<file path="src/rtl/outstage_pkg.sv">
package outstage_pkg;
  typedef enum logic [1:0] {
    ST_HMUTE = 2'd0,
    ST_INIT  = 2'd1,
    ST_RUN   = 2'd2
  } seq_state_e;
endpackage

</file>
<file path="src/rtl/mode_watch.sv">
module mode_watch #(
  parameter int unsigned MODE_W = 3
) (
  input  logic              clk_i,
  input  logic              rst_ni,
  input  logic [MODE_W-1:0] mode_i,
  output logic              chg_o
);
  logic [MODE_W-1:0] mode_q;
  logic              primed_q;

  always_ff @(posedge clk_i or negedge rst_ni) begin
    if (!rst_ni) begin
      mode_q   <= '0;
      primed_q <= 1'b0;
    end else begin
      mode_q   <= mode_i;
      primed_q <= 1'b1;
    end
  end

  // first sample after reset only primes the reference
  assign chg_o = primed_q && (mode_i != mode_q);
endmodule

</file>
<file path="src/rtl/init_timer.sv">
module init_timer #(
  parameter int unsigned SHORT_CYC = 61440,
  parameter int unsigned LONG_CYC  = 1228800
) (
  input  logic clk_i,
  input  logic rst_ni,
  input  logic run_i,
  input  logic long_i,
  output logic done_o
);
  localparam int unsigned CW = $clog2(LONG_CYC + 1);

  logic [CW-1:0] cnt_q;
  logic [CW-1:0] last;

  assign last   = long_i ? CW'(LONG_CYC - 1) : CW'(SHORT_CYC - 1);
  assign done_o = run_i && (cnt_q == last);

  always_ff @(posedge clk_i or negedge rst_ni) begin
    if (!rst_ni)     cnt_q <= '0;
    else if (!run_i) cnt_q <= '0;
    else             cnt_q <= cnt_q + 1'b1;
  end
endmodule

</file>
<file path="src/rtl/mute_gate.sv">
module mute_gate #(
  parameter int unsigned N_CH = 2
) (
  input  logic            hard_i,
  input  logic [N_CH-1:0] p_i,
  input  logic [N_CH-1:0] m_i,
  output logic [N_CH-1:0] p_o,
  output logic [N_CH-1:0] m_o
);
  for (genvar g = 0; g < N_CH; g++) begin : g_ch
    assign p_o[g] = hard_i ? 1'b0 : p_i[g];
    assign m_o[g] = hard_i ? 1'b1 : m_i[g];
  end
endmodule

</file>
<file path="src/rtl/outstage_seq.sv">
module outstage_seq
  import outstage_pkg::*;
#(
  parameter int unsigned N_CH      = 2,
  parameter int unsigned MODE_W    = 3,
  parameter int unsigned SHORT_CYC = 61440,
  parameter int unsigned LONG_CYC  = 1228800
) (
  input  logic              clk_i,
  input  logic              rst_ni,
  input  logic              pdn_ni,
  input  logic              mute_ni,
  input  logic              lock_i,
  input  logic [MODE_W-1:0] mode_i,
  input  logic [N_CH-1:0]   mod_p_i,
  input  logic [N_CH-1:0]   mod_m_i,
  output logic [N_CH-1:0]   pwm_p_o,
  output logic [N_CH-1:0]   pwm_m_o,
  output logic [N_CH-1:0]   valid_o,
  output logic              hard_mute_o,
  output logic              soft_mute_o,
  output logic              init_done_o
);
  seq_state_e state_q, state_d;
  logic       long_q;
  logic       done_q;
  logic       chg;
  logic       tmr_done;
  logic       abort;

  mode_watch #(.MODE_W(MODE_W)) u_watch (
    .clk_i (clk_i),
    .rst_ni(rst_ni),
    .mode_i(mode_i),
    .chg_o (chg)
  );

  init_timer #(.SHORT_CYC(SHORT_CYC), .LONG_CYC(LONG_CYC)) u_timer (
    .clk_i (clk_i),
    .rst_ni(rst_ni),
    .run_i (state_q == ST_INIT),
    .long_i(long_q),
    .done_o(tmr_done)
  );

  assign abort = !pdn_ni || !lock_i || chg;

  always_comb begin
    state_d = state_q;
    unique case (state_q)
      ST_HMUTE: if (!abort) state_d = ST_INIT;
      ST_INIT: begin
        if (abort)         state_d = ST_HMUTE;
        else if (tmr_done) state_d = ST_RUN;
      end
      ST_RUN:   if (abort) state_d = ST_HMUTE;
      default:  state_d = ST_HMUTE;
    endcase
  end

  always_ff @(posedge clk_i or negedge rst_ni) begin
    if (!rst_ni) begin
      state_q <= ST_HMUTE;
      long_q  <= 1'b0;
      done_q  <= 1'b0;
    end else begin
      state_q <= state_d;
      done_q  <= (state_q == ST_INIT) && (state_d == ST_RUN);
      // remembers a power-down seen since the last completed init
      if (!pdn_ni)                                    long_q <= 1'b1;
      else if ((state_q == ST_INIT) && (state_d == ST_RUN)) long_q <= 1'b0;
    end
  end

  assign hard_mute_o = (state_q != ST_RUN);
  assign valid_o     = {N_CH{state_q == ST_RUN}};
  assign soft_mute_o = (state_q == ST_RUN) && !mute_ni;
  assign init_done_o = done_q;

  mute_gate #(.N_CH(N_CH)) u_gate (
    .hard_i(hard_mute_o),
    .p_i   (mod_p_i),
    .m_i   (mod_m_i),
    .p_o   (pwm_p_o),
    .m_o   (pwm_m_o)
  );
endmodule

</file>
<file path="config.mk">
export PLATFORM = sky130hd
export DESIGN_NAME = outstage_seq
export DESIGN_NICKNAME = d
export VERILOG_FILES = /design/src/rtl/outstage_pkg.sv /design/src/rtl/mode_watch.sv /design/src/rtl/init_timer.sv /design/src/rtl/mute_gate.sv /design/src/rtl/outstage_seq.sv
export SDC_FILE = /design/constraint.sdc
export NUM_CORES = 1
export LEC_CHECK = 0
export CELL_PAD_IN_SITES_DETAIL_PLACEMENT = 1
export CELL_PAD_IN_SITES_GLOBAL_PLACEMENT = 2
export CORE_UTILIZATION = 34
export DETAILED_ROUTE_END_ITERATION = 10
export GPL_TIMING_DRIVEN = 0
export PLACE_DENSITY = 0.89
export SLEW_MARGIN = 20
export SYNTH_ARGS = -nofsm -noshare
export SYNTH_HDL_FRONTEND = slang
export SYNTH_SLANG_ARGS = --single-unit
</file>
<file path="constraint.sdc">
create_clock -name clk_i -period 2.05 [get_ports clk_i]
set_clock_uncertainty 0.2 [all_clocks]
set_input_delay 0.3075 -clock clk_i [delete_from_list [all_inputs] [get_ports clk_i]]
set_output_delay 0.3075 -clock clk_i [all_outputs]
set_load 0.005 [all_outputs]
</file>
==> run_results.csv <==
group,metric,value,unit
critical_path,cp.arrival,1470,ps
min_path,worstHoldPathType,"register to register",
floorplanning,rows,23,
placed_design,dp_slack,35.2,ps
timing,post-route-period-util,0.964,
synth,synth_edf_count,0,
final_layout,n_antenna_cell,0,
timing,layout_min_cycle_time,1980,ps
final_layout,final_common_cell,"dfrtp_1",
cts,clk_latency,270,ps
synth,synth_seq_cells,29,
power,power_frac_seq,0.471,
drt,drt_wl_total,3.22,mm
floorplanning,die_x,67.1,um
power,switching_share,0.188,
critical_path,end_kind,"output port",
cts,clockRootBuffer,"clkbuf_8",
grt,antenna_found_initial,0,
power,p_int,1.00,mW
timing,setup_viol,0,
timing,maxSlewViolCount,0,
drt,drc,0,
critical_path,cp_data_required_time,1540,ps
final_layout,syn_to_final_growth,30.2,%
power,switching_power,232,uW
floorplanning,start_util,0.358,
drt,routedWlPerCell,14.5,um
power,peakVddDrop,0.400,mV
synth,synth_area_per_cell,10.3,um2
synth,async_flop_share,1.00,
power,power.density,658,nW/um2
placed_design,port_buffers,20,
drt,viasPerCell,5.18,
drt,dr.pass1.iters,4,
critical_path,worst-r2r-cell-count,4,
drt,ant_nets,0,
outcome,status,"finished, final reports clean",
final_layout,fillCellCount,453,
grt,grt_pass1_wl,5.42,mm
placed_design,dp.cells,210,
floorplanning,fp.dieArea,4510,um2
timing,hold_viol_final,0,
placed_design,routabilityCongestion,0.754,
placed_design,hpwl,2.38,mm
cts,clock-sinks,29,
drt,drt_iter0_markers,31,
power,power.leakage,0.841,nW
grt,grt_max_degree,30,
timing,relSlewSlack,0.565,
synth,synth_fp_nets,153,
synth,synth-main-ff-cell,"dfrtp_1",
flow_run,cap_violations,0,
grt,grt_pass1_vias,1203,
grt,grt_util_all_layers,0.162,
drt,num_vias,1150,
synth,synth_area,1440,um2
timing,worst_slack,72.9,ps
timing,fmaxAchievable,506,MHz
final_layout,drive_gt1_frac,0.128,
floorplanning,coreArea,4030,um2
min_path,holdPathStages,1,
critical_path,startpoint_type,"register",
cts,clkTransAtPathRegs,60,ps
synth,syn_inst,140,
floorplanning,fp.dieH,67.1,um
timing,worst_pin_slew,652,ps
critical_path,crit_fanout,7,
cts,clockBufferDepth,2,
synth,yosysWarnings,0,
cts,cts_max_level,2,
synth,yosysUniqueCellTypes,36,
final_layout,final_cells,222,
power,p_clk_frac,0.481,
cts,cts_buffers,5,
critical_path,worstSetupPathType,"register to output port",
grt,gr-total-overflow,0,
cts,cts_tree,"done",
final_layout,layout_common_cells,"28 x dfrtp_1, 17 x clkdlybuf4s50_1, 14 x nor2_1, 11 x xor2_1, 10 x nand2_1",
floorplanning,ios,21,
final_layout,fin_util,0.466,
final_layout,final_nets,184,
synth,ys_seq_area_frac,0.503,
power,power.share.combinational,0.047,
==> sequential cells by signal (all words and copies together), names as in the netlist <==
name              cells
u_watch.primed_q      1
init_done_o           1
u_watch.mode_q        3
long_q                1
u_timer.cnt_q        21
state_q               2
==> metrics by stage <==
| step | hold slack [ps] | cell area, um2 | TNS, ps | total power, mW |
|---|---|---|---|---|
| 6_report | 285 | 1880 | 0 | 1.24 |
| 5_1_grt | 309 | 1880 | -2.63 | 1.28 |
| 4_1_cts | 289 | 1850 | 0 | 1.26 |
| 3_5_place_dp | 165 | 1700 | 0 | 0.650 |
| 3_3_place_gp | 264 | 1710 | -1330 | 0.649 |
| 2_1_floorplan | -188 | 1440 | 0 | 0.610 |
==> cell usage after synthesis, types with 2 or more instances <==
cell / instances / area, um2
dfrtp_1: 29 / 726
nor2_1: 14 / 52.6
xor2_1: 11 / 96.3
nand2_1: 10 / 37.5
nand4_1: 8 / 50.1
nand3_1: 7 / 35.0
or4_1: 7 / 52.6
o211ai_1: 5 / 37.5
and2_1: 4 / 25.0
nor3_1: 4 / 20.0
xnor2_1: 4 / 35.0
a21oi_1: 3 / 15.0
and4_1: 3 / 26.3
inv_1: 3 / 11.3
nand2b_1: 3 / 18.8
and3_1: 2 / 12.5
clkbuf_1: 2 / 7.51
nand4_2: 2 / 25.0
o31ai_1: 2 / 15.0
==> worst paths after layout <==
kind / to / start / slack, ps
max: valid_o[1] / state_q[0] / 70
min: u_timer.cnt_q[0] / u_timer.cnt_q[0] / 280
max reg2reg: init_done_o / state_q[1] / 100
min reg2reg: u_timer.cnt_q[0] / u_timer.cnt_q[0] / 280
max in group asynchronous: state_q[1] / rst_ni / 790
min in group asynchronous: u_timer.cnt_q[2] / rst_ni / 400
==> cell type report <==
type / instances / area (um2) / area share
buffer: 5 / 33.8 / 0.0180
clock inverter: 1 / 30.0 / 0.0160
timing repair buffer: 24 / 233 / 0.124
sequential: 29 / 727 / 0.387
tap: 50 / 62.6 / 0.0333
multi-input combinational: 103 / 692 / 0.368
clock buffer: 7 / 86.3 / 0.0460
inverter: 3 / 13.8 / 0.00733
==> power groups by stage <==
stage	logic [mW]	clock network, mW	registers, mW
floorplan	0.0180	0	0.592
global placement	0.0570	0	0.592
detailed placement	0.0571	0	0.593
CTS	0.0597	0.613	0.582
global route	0.0656	0.636	0.583
finish	0.0586	0.594	0.582
==> per-layer routing <==
layer | GRT usage | up-vias | wire length [um]
met2 | 0.291 | 23 | 1680
met3 | 0.0270 | 2 | 113
met1 | 0.194 | 568 | 1410
met4 | 0.0559 | 0 | 19
met5 | 0 | - | 0
li1 | - | 557 | -
==> critical path, cell delays in order, from the launching register on <==
cell	delay [ps]
dfrtp_1	390
nand2b_4	160
inv_4	70
buf_4	100
clkdlybuf4s50_1	480
==> cells by family after synthesis <==
| family | synth area share |
|---|---|
| compound gates | 0.0572 |
| xor+xnor | 0.0911 |
| fa+ha+maj | 0.00867 |
| buf+inv | 0.0295 |
| flops | 0.503 |
| mux | 0.00694 |
| other cells | 0.00260 |
| simple gates | 0.301 |
==> timing repair <==
action                                 in CTS  in global routing
endpoints found under the hold margin      29                  0
pin swaps                                   0                  1
setup buffers                               1                  2
hold buffers                                1                  0
resized for setup                           4                  6
setup endpoints to repair                   6                  7
(Power assumes the default switching activity.)
